### config.mk
export PLATFORM = sky130hd
export DESIGN_NAME = flash_cmd_decoder
export DESIGN_NICKNAME = d
export VERILOG_FILES = /design/src/rtl/fcd_pkg.sv /design/src/rtl/fcd_cycle_decode.sv /design/src/rtl/fcd_win_timer.sv /design/src/rtl/fcd_susp_track.sv /design/src/rtl/fcd_fsm.sv /design/src/rtl/flash_cmd_decoder.sv
export SDC_FILE = /design/constraint.sdc
export NUM_CORES = 1
export LEC_CHECK = 0
export BUFFER_PORTS_ARGS = -buffer_cell sky130_fd_sc_hd__buf_4
export CAP_MARGIN = 40
export CELL_PAD_IN_SITES_DETAIL_PLACEMENT = 0
export CELL_PAD_IN_SITES_GLOBAL_PLACEMENT = 2
export CORE_MARGIN = 5
export CORE_UTILIZATION = 33
export CTS_BUF_LIST = sky130_fd_sc_hd__clkbuf_16
export DETAILED_ROUTE_END_ITERATION = 12
export PLACE_DENSITY = 0.85
export SYNTH_ARGS = -nofsm -noshare
export SYNTH_HDL_FRONTEND = slang
export SYNTH_SLANG_ARGS = --single-unit
### constraint.sdc
create_clock -name clk -period 2.35 [get_ports clk]
set_input_delay 0.235 -clock clk [delete_from_list [all_inputs] [get_ports clk]]
set_output_delay 0.235 -clock clk [all_outputs]
set_load 0.005 [all_outputs]
### src/rtl/fcd_pkg.sv
package fcd_pkg;

    localparam int ADDR_UL1 = 32'h555;
    localparam int ADDR_UL2 = 32'h2AA;

    localparam logic [7:0] CODE_UL1   = 8'hAA;
    localparam logic [7:0] CODE_UL2   = 8'h55;
    localparam logic [7:0] CODE_PGM   = 8'hA0;
    localparam logic [7:0] CODE_ERASE = 8'h80;
    localparam logic [7:0] CODE_CHIP  = 8'h10;
    localparam logic [7:0] CODE_SECT  = 8'h30;
    localparam logic [7:0] CODE_AUTO  = 8'h90;
    localparam logic [7:0] CODE_BYP   = 8'h20;
    localparam logic [7:0] CODE_SUSP  = 8'hB0;
    localparam logic [7:0] CODE_RST   = 8'hF0;
    localparam logic [7:0] CODE_ZERO  = 8'h00;

    typedef enum logic [3:0] {
        ST_IDLE,
        ST_UL1,
        ST_UL2,
        ST_PGM_DATA,
        ST_ERS_UL0,
        ST_ERS_UL1,
        ST_ERS_UL2,
        ST_SECT_WIN,
        ST_AUTOSEL,
        ST_BYP,
        ST_BYP_PGM,
        ST_BYP_EXIT
    } fcd_state_t;

    typedef enum logic [3:0] {
        CMD_NONE,
        CMD_PGM,
        CMD_ERASE,
        CMD_CHIP,
        CMD_SECT,
        CMD_AUTO,
        CMD_BYP,
        CMD_SUSP,
        CMD_RST,
        CMD_ZERO
    } fcd_cmd_t;

    typedef enum logic [1:0] {
        RD_ARRAY   = 2'b00,
        RD_AUTOSEL = 2'b01,
        RD_STATUS  = 2'b10
    } fcd_rd_t;

endpackage

### src/rtl/fcd_cycle_decode.sv
module fcd_cycle_decode
    import fcd_pkg::*;
#(
    parameter int UL_W = 11
) (
    input  logic [UL_W-1:0] addr_lo,
    input  logic [7:0]      data_lo,
    output logic            at_ul1,
    output logic            is_ul1,
    output logic            is_ul2,
    output fcd_cmd_t        cmd
);

    logic at_ul2;

    assign at_ul1 = (addr_lo == UL_W'(ADDR_UL1));
    assign at_ul2 = (addr_lo == UL_W'(ADDR_UL2));
    assign is_ul1 = at_ul1 && (data_lo == CODE_UL1);
    assign is_ul2 = at_ul2 && (data_lo == CODE_UL2);

    always_comb begin
        unique case (data_lo)
            CODE_PGM:   cmd = CMD_PGM;
            CODE_ERASE: cmd = CMD_ERASE;
            CODE_CHIP:  cmd = CMD_CHIP;
            CODE_SECT:  cmd = CMD_SECT;
            CODE_AUTO:  cmd = CMD_AUTO;
            CODE_BYP:   cmd = CMD_BYP;
            CODE_SUSP:  cmd = CMD_SUSP;
            CODE_RST:   cmd = CMD_RST;
            CODE_ZERO:  cmd = CMD_ZERO;
            default:    cmd = CMD_NONE;
        endcase
    end

endmodule

### src/rtl/fcd_win_timer.sv
module fcd_win_timer #(
    parameter int WIN_CYC = 50
) (
    input  logic clk,
    input  logic rst_n,
    input  logic load,
    input  logic run,
    output logic expire
);

    localparam int CNT_W = $clog2(WIN_CYC + 1);

    logic [CNT_W-1:0] cnt_q;

    always_ff @(posedge clk or negedge rst_n) begin
        if (!rst_n) begin
            cnt_q <= '0;
        end else if (load) begin
            cnt_q <= CNT_W'(WIN_CYC);
        end else if (!run) begin
            cnt_q <= '0;
        end else if (cnt_q != '0) begin
            cnt_q <= cnt_q - 1'b1;
        end
    end

    assign expire = run && (cnt_q == CNT_W'(1));

    // the window count never exceeds its programmed length
    assert_win_bound_R5: assert property (@(posedge clk) disable iff (!rst_n)
        cnt_q <= CNT_W'(WIN_CYC));

    // an open window keeps counting down unless reloaded
    assert_win_moves_R5: assert property (@(posedge clk) disable iff (!rst_n)
        (run && !load && cnt_q > CNT_W'(1)) |=> (cnt_q == $past(cnt_q) - 1'b1));

endmodule

### src/rtl/fcd_susp_track.sv
module fcd_susp_track (
    input  logic clk,
    input  logic rst_n,
    input  logic busy,
    input  logic abort,
    input  logic ev_erase,
    input  logic ev_suspend,
    input  logic ev_resume,
    output logic erasing,
    output logic suspended
);

    logic busy_q;
    logic erasing_q;
    logic suspended_q;

    always_ff @(posedge clk or negedge rst_n) begin
        if (!rst_n) begin
            busy_q      <= 1'b0;
            erasing_q   <= 1'b0;
            suspended_q <= 1'b0;
        end else begin
            busy_q <= busy;
            if (abort) begin
                erasing_q   <= 1'b0;
                suspended_q <= 1'b0;
            end else if (ev_suspend) begin
                erasing_q   <= 1'b0;
                suspended_q <= 1'b1;
            end else if (ev_resume) begin
                erasing_q   <= 1'b1;
                suspended_q <= 1'b0;
            end else if (ev_erase) begin
                erasing_q <= 1'b1;
            end else if (busy_q && !busy) begin
                erasing_q <= 1'b0;
            end
        end
    end

    assign erasing   = erasing_q;
    assign suspended = suspended_q;

    // a suspended erase is never also counted as running
    assert_susp_excl_R11: assert property (@(posedge clk) disable iff (!rst_n)
        suspended_q |-> !erasing_q);

endmodule

### src/rtl/fcd_fsm.sv
module fcd_fsm
    import fcd_pkg::*;
#(
    parameter int ADDR_W = 16,
    parameter int DATA_W = 8,
    parameter int SECT_W = 4
) (
    input  logic              clk,
    input  logic              rst_n,
    input  logic              wr_strobe,
    input  logic [ADDR_W-1:0] wr_addr,
    input  logic [DATA_W-1:0] wr_data,
    input  logic              busy,
    input  logic              abort,
    input  logic              at_ul1,
    input  logic              is_ul1,
    input  logic              is_ul2,
    input  fcd_cmd_t          cmd,
    input  logic              win_expire,
    input  logic              erasing,
    input  logic              suspended,
    output logic              win_load,
    output logic              win_run,
    output logic              ev_erase,
    output logic              ev_suspend,
    output logic              ev_resume,
    output fcd_rd_t           rd_sel,
    output logic              bypass_on,
    output logic              pgm_start,
    output logic [ADDR_W-1:0] pgm_addr,
    output logic [DATA_W-1:0] pgm_data,
    output logic              ers_start,
    output logic              ers_chip,
    output logic              sect_add,
    output logic [SECT_W-1:0] sect_id,
    output logic              suspend_pulse,
    output logic              resume_pulse
);

    fcd_state_t st_q, st_d;
    logic       wr_eff;
    logic       ev_pgm, ev_chip, ev_sect, ev_close;

    assign wr_eff = wr_strobe && !busy;

    always_comb begin
        st_d       = st_q;
        ev_pgm     = 1'b0;
        ev_chip    = 1'b0;
        ev_sect    = 1'b0;
        ev_close   = 1'b0;
        ev_suspend = 1'b0;
        ev_resume  = 1'b0;
        if (abort) begin
            st_d = ST_IDLE;
        end else begin
            if (wr_strobe && busy) begin
                ev_suspend = (cmd == CMD_SUSP) && erasing && !suspended;
            end
            if (wr_eff) begin
                unique case (st_q)
                    ST_IDLE: begin
                        if (is_ul1) begin
                            st_d = ST_UL1;
                        end else if (cmd == CMD_SECT && suspended) begin
                            ev_resume = 1'b1;
                        end
                    end
                    ST_UL1: st_d = is_ul2 ? ST_UL2 : ST_IDLE;
                    ST_UL2: begin
                        st_d = ST_IDLE;
                        if (at_ul1) begin
                            unique case (cmd)
                                CMD_PGM:   st_d = ST_PGM_DATA;
                                CMD_ERASE: st_d = suspended ? ST_IDLE : ST_ERS_UL0;
                                CMD_AUTO:  st_d = ST_AUTOSEL;
                                CMD_BYP:   st_d = ST_BYP;
                                default:   st_d = ST_IDLE;
                            endcase
                        end
                    end
                    ST_PGM_DATA: begin
                        ev_pgm = 1'b1;
                        st_d   = ST_IDLE;
                    end
                    ST_ERS_UL0: st_d = is_ul1 ? ST_ERS_UL1 : ST_IDLE;
                    ST_ERS_UL1: st_d = is_ul2 ? ST_ERS_UL2 : ST_IDLE;
                    ST_ERS_UL2: begin
                        if (at_ul1 && cmd == CMD_CHIP) begin
                            ev_chip = 1'b1;
                            st_d    = ST_IDLE;
                        end else if (cmd == CMD_SECT) begin
                            ev_sect = 1'b1;
                            st_d    = ST_SECT_WIN;
                        end else begin
                            st_d = ST_IDLE;
                        end
                    end
                    ST_SECT_WIN: begin
                        if (cmd == CMD_SECT) begin
                            ev_sect = 1'b1;
                        end else begin
                            st_d = ST_IDLE;
                        end
                    end
                    ST_AUTOSEL: begin
                        if (cmd == CMD_RST) begin
                            st_d = ST_IDLE;
                        end
                    end
                    ST_BYP: begin
                        if (cmd == CMD_PGM) begin
                            st_d = ST_BYP_PGM;
                        end else if (cmd == CMD_AUTO) begin
                            st_d = ST_BYP_EXIT;
                        end
                    end
                    ST_BYP_PGM: begin
                        ev_pgm = 1'b1;
                        st_d   = ST_BYP;
                    end
                    ST_BYP_EXIT: st_d = (cmd == CMD_ZERO) ? ST_IDLE : ST_BYP;
                    default: st_d = ST_IDLE;
                endcase
            end else if (st_q == ST_SECT_WIN && win_expire) begin
                ev_close = 1'b1;
                st_d     = ST_IDLE;
            end
        end
    end

    assign win_load = ev_sect;
    assign win_run  = (st_q == ST_SECT_WIN);
    assign ev_erase = ev_chip || ev_close;

    // state register
    always_ff @(posedge clk or negedge rst_n) begin
        if (!rst_n) begin
            st_q <= ST_IDLE;
        end else begin
            st_q <= st_d;
        end
    end

    // output register
    always_ff @(posedge clk or negedge rst_n) begin
        if (!rst_n) begin
            rd_sel        <= RD_ARRAY;
            bypass_on     <= 1'b0;
            pgm_start     <= 1'b0;
            pgm_addr      <= '0;
            pgm_data      <= '0;
            ers_start     <= 1'b0;
            ers_chip      <= 1'b0;
            sect_add      <= 1'b0;
            sect_id       <= '0;
            suspend_pulse <= 1'b0;
            resume_pulse  <= 1'b0;
        end else begin
            if (busy) begin
                rd_sel <= RD_STATUS;
            end else if (st_d == ST_AUTOSEL) begin
                rd_sel <= RD_AUTOSEL;
            end else begin
                rd_sel <= RD_ARRAY;
            end
            bypass_on     <= (st_d == ST_BYP) || (st_d == ST_BYP_PGM) || (st_d == ST_BYP_EXIT);
            pgm_start     <= ev_pgm;
            ers_start     <= ev_erase;
            sect_add      <= ev_sect;
            suspend_pulse <= ev_suspend;
            resume_pulse  <= ev_resume;
            if (ev_pgm) begin
                pgm_addr <= wr_addr;
                pgm_data <= wr_data;
            end
            if (ev_erase) begin
                ers_chip <= ev_chip;
            end
            if (ev_sect) begin
                sect_id <= wr_addr[ADDR_W-1 -: SECT_W];
            end
        end
    end

    // abort leaves read-array with no start pulse
    assert_abort_idle_R12: assert property (@(posedge clk) disable iff (!rst_n)
        abort |=> (st_q == ST_IDLE && !pgm_start && !ers_start && !sect_add));

    // a non-suspend write while busy does not move the state
    assert_busy_hold_R9: assert property (@(posedge clk) disable iff (!rst_n)
        (wr_strobe && busy && !abort && !(st_q == ST_SECT_WIN && win_expire)) |=> $stable(st_q));

    // status is selected while the engine runs
    assert_status_sel_R9: assert property (@(posedge clk) disable iff (!rst_n)
        busy |=> (rd_sel == RD_STATUS));

    // a suspend request only follows a write seen while busy
    assert_susp_busy_R10: assert property (@(posedge clk) disable iff (!rst_n)
        suspend_pulse |-> $past(busy && wr_strobe));

    // in bypass the data write alone launches the program
    assert_byp_two_R7: assert property (@(posedge clk) disable iff (!rst_n)
        (st_q == ST_BYP_PGM && wr_strobe && !busy && !abort) |=> (pgm_start && bypass_on));

    // program and erase starts never coincide
    assert_one_start_R2: assert property (@(posedge clk) disable iff (!rst_n)
        $onehot0({pgm_start, ers_start, sect_add, resume_pulse}));

endmodule

### src/rtl/flash_cmd_decoder.sv
module flash_cmd_decoder
    import fcd_pkg::*;
#(
    parameter int ADDR_W  = 16,
    parameter int DATA_W  = 8,
    parameter int SECT_W  = 4,
    parameter int UL_W    = 11,
    parameter int WIN_CYC = 50
) (
    input  logic              clk,
    input  logic              rst_n,
    input  logic              wr_strobe,
    input  logic [ADDR_W-1:0] wr_addr,
    input  logic [DATA_W-1:0] wr_data,
    input  logic              busy,
    input  logic              abort,
    output logic [1:0]        rd_sel,
    output logic              bypass_on,
    output logic              pgm_start,
    output logic [ADDR_W-1:0] pgm_addr,
    output logic [DATA_W-1:0] pgm_data,
    output logic              ers_start,
    output logic              ers_chip,
    output logic              sect_add,
    output logic [SECT_W-1:0] sect_id,
    output logic              suspend_pulse,
    output logic              resume_pulse,
    output logic              suspended
);

    logic     at_ul1, is_ul1, is_ul2;
    fcd_cmd_t cmd;
    logic     win_load, win_run, win_expire;
    logic     ev_erase, ev_suspend, ev_resume;
    logic     erasing;
    fcd_rd_t  rd_sel_e;

    fcd_cycle_decode #(.UL_W(UL_W)) u_dec (
        .addr_lo (wr_addr[UL_W-1:0]),
        .data_lo (wr_data[7:0]),
        .at_ul1  (at_ul1),
        .is_ul1  (is_ul1),
        .is_ul2  (is_ul2),
        .cmd     (cmd)
    );

    fcd_win_timer #(.WIN_CYC(WIN_CYC)) u_win (
        .clk    (clk),
        .rst_n  (rst_n),
        .load   (win_load),
        .run    (win_run),
        .expire (win_expire)
    );

    fcd_susp_track u_susp (
        .clk        (clk),
        .rst_n      (rst_n),
        .busy       (busy),
        .abort      (abort),
        .ev_erase   (ev_erase),
        .ev_suspend (ev_suspend),
        .ev_resume  (ev_resume),
        .erasing    (erasing),
        .suspended  (suspended)
    );

    fcd_fsm #(.ADDR_W(ADDR_W), .DATA_W(DATA_W), .SECT_W(SECT_W)) u_fsm (
        .clk           (clk),
        .rst_n         (rst_n),
        .wr_strobe     (wr_strobe),
        .wr_addr       (wr_addr),
        .wr_data       (wr_data),
        .busy          (busy),
        .abort         (abort),
        .at_ul1        (at_ul1),
        .is_ul1        (is_ul1),
        .is_ul2        (is_ul2),
        .cmd           (cmd),
        .win_expire    (win_expire),
        .erasing       (erasing),
        .suspended     (suspended),
        .win_load      (win_load),
        .win_run       (win_run),
        .ev_erase      (ev_erase),
        .ev_suspend    (ev_suspend),
        .ev_resume     (ev_resume),
        .rd_sel        (rd_sel_e),
        .bypass_on     (bypass_on),
        .pgm_start     (pgm_start),
        .pgm_addr      (pgm_addr),
        .pgm_data      (pgm_data),
        .ers_start     (ers_start),
        .ers_chip      (ers_chip),
        .sect_add      (sect_add),
        .sect_id       (sect_id),
        .suspend_pulse (suspend_pulse),
        .resume_pulse  (resume_pulse)
    );

    assign rd_sel = rd_sel_e;

endmodule

==> run metrics <==
run status finished, final reports clean; path type of the worst setup path flip-flop to flip-flop; final worst slack 0.178 ns; antenna cells 0; Nets 327; clock slew at reported path FFs 0.07 ns; min-delay worst type input pin to flip-flop; skew final 0.00556 ns; commonest non-fill, non-tap cell in the layout buf_4; global route overflow 0; area delta synth->final 30.6%; Lkg Pwr 1.60 nW; Total GRT Usage 13.8%; PortBufs 66; worst slack at placement 0.132 ns; # setup viols final 0; first-pass GRT wire length 10.6 mm; Rel. slew slack 57.9%; Slew @ Worst Pin 0.631 ns; MaxCap Viol Count 0; initial antenna violation count 0; final RePlAce weighted congestion 0.895; total power per unit cell area 577 nW/um^2; Root Driver clkbuf_16; CP max FO 8; clk_lat worst skew 0.28 ns; yosys warns 0; RSZ-0062 raised after global routing no; Wirelength per Cell 15.5 um; DP HPWL 4.44 mm; Synth top area share 49.4%; final WL 6.14 mm; Fin. Hold Viols 0; post-synthesis sequential area ratio 49.4%; vias per cell 4.99; simple-gate share of the synthesized area 25.6%; Max Buffers Root-to-Sink 2; Tcrit/Tclk final 92.4%; row cnt 31; layout cell share with drive strength beyond 1 39.2%; worst path required time 2.53 ns; die area 9360 sq um; Yosys cell types 57; initial core utilization 34.1%; Post-synth EDFFs 0; Setup TNS 0 ns; Fmax 0.460 GHz; Vias 1973; Mapped Area 2480 sq um; Finished Cell Area 3240 sq um; Placed Area 3070 sq um; Worst Path Arrival 2.35 ns; core area 7290 sq um; CTS buffer count 5; Post-CTS Setup Bufs 0; # DRC 0; pin count of the biggest net entering global routing 50; largest family of logic cells by synthesized area simple AND/OR/NAND/NOR gates; vias in the first global route 2086; Slew Viols, Final 0; IO Count 67; CP startpoint kind flip-flop; H-tree depth 2; maximum vdd drop 0.424 mV; top cells by area in the synthesized netlist dfrtp_1, mux2_2, nand2_1; crit path time final 2.17 ns; leading area contributor after synthesis dfrtp_1; Num Clock Sinks 49; Antenna Nets Post-Route 0; DR pass1 iterations 4; most frequent cells in the layout buf_4, dfrtp_1, nand2_1; die height 96.8 um; post-synthesis xor/xnor area fraction 2.47%; syn_nets 258; FFs w/ async S/R, synth 100%; multiplexer share of the synthesized area 8.61%; area share of fa/ha/maj cells after synthesis 1.01%; Mapped Cells 227; overall die width 96.8 um; top_reg_cell synth dfrtp_1; Crit. End Element flip-flop; Starting DRT DRC Count 65; compound-cell area share of the yosys netlist 9.17%; register bit count reported by yosys 49; average cell area after synthesis 10.9 sq um; TritonCTS clock tree yes
kinds of logic (layout without fill, tap and decap cells):
group           Yosys count  count (layout)
xor+xnor                  7               7
fa+ha+maj                 2               2
compound gates           27              27
simple gates            106             106
mux                      19              19
flops                    49              49
buf+inv                  17              86
worst max-delay path, stage by stage (launching register included):
cell and delay [ns]:
dfrtp_1 0.55, or3b_2 0.52, o41ai_4 0.22, o41ai_2 0.13
o31a_1 0.27, o21bai_4 0.19, and3b_1 0.19
worst paths after layout:
path / start / endpoint / slack, ns / depth (start not counted)
setup reg to reg: u_fsm.st_q[0] / u_fsm.bypass_on / 0.18 / 6
setup / recovery: u_fsm.st_q[0] / u_fsm.bypass_on / 0.18 / 6
max in group asynchronous: rst_n / u_fsm.pgm_data[7] / 1.41 / 2
hold reg to reg: u_fsm.sect_id[3] / u_fsm.sect_id[3] / 0.48 / 2
min in group asynchronous: rst_n / u_win.cnt_q[5] / 0.51 / 2
hold / removal: busy / u_fsm.rd_sel[1] / 0.12 / 1
registers in the layout, indices dropped and copies added (netlist names):
register,cells
u_fsm.bypass_on,1
u_fsm.ers_chip,1
u_fsm.ers_start,1
u_fsm.pgm_addr,16
u_fsm.pgm_data,8
u_fsm.pgm_start,1
u_fsm.rd_sel,2
u_fsm.resume_pulse,1
u_fsm.sect_add,1
u_fsm.sect_id,4
u_fsm.st_q,4
u_fsm.suspend_pulse,1
u_susp.erasing,1
u_susp.suspended,1
u_win.cnt_q,6
cells in the mapped netlist (3+ instances only):
cell      number
dfrtp_1       49
nand2_1       42
mux2_2        19
inv_1          6
nor2_1         6
o21ai_0        6
clkbuf_1       5
nor3_1         5
or3_1          5
a21oi_1        4
nand3_1        4
nor3b_1        4
xnor2_1        4
nand2b_1       3
nand4_1        3
nand4b_1       3
nor4_1         3
or3b_2         3
xor2_1         3
final cells by class:
type,count,area (sq um)
fill,741,4050
sequential,49,1230
multi-input combinational,161,1160
timing repair buffer,72,543
clock buffer,5,125
tap,99,124
clock inverter,2,35.0
inverter,7,26.3
routing by layer:
metal  wire length (um)  GRT usage (%)
met5                  0              0
met4                 89           4.21
met3                407           4.24
met2               2860           21.8
met1               2770           18.1
metrics by stage:
step | hold WS (ns) | util (%) | cells | power [mW]
2_1_floorplan | -0.0606 | - | 227 | 0.976
3_3_place_gp | 0.301 | 42.1 | 387 | 1.10
3_5_place_dp | 0.308 | 42.1 | 387 | 1.10
4_1_cts | 0.113 | 44.5 | 395 | 1.90
5_1_grt | 0.111 | 44.5 | 395 | 1.96
6_report | 0.115 | 44.5 | 395 | 1.87
report_power, final:
group	leakage (nW)	internal, mW	switching, mW	total [mW]
Sequential	0.677	0.871	0.0223	0.893
Clock	0.0797	0.494	0.293	0.787
Combinational	0.840	0.102	0.0896	0.191
repair_timing:
action | in CTS | in global routing
endpoints found under the hold margin | 2 | 0
resized for setup | 0 | 0
hold buffers | 1 | 0
Power figures use the tool's default switching activity.
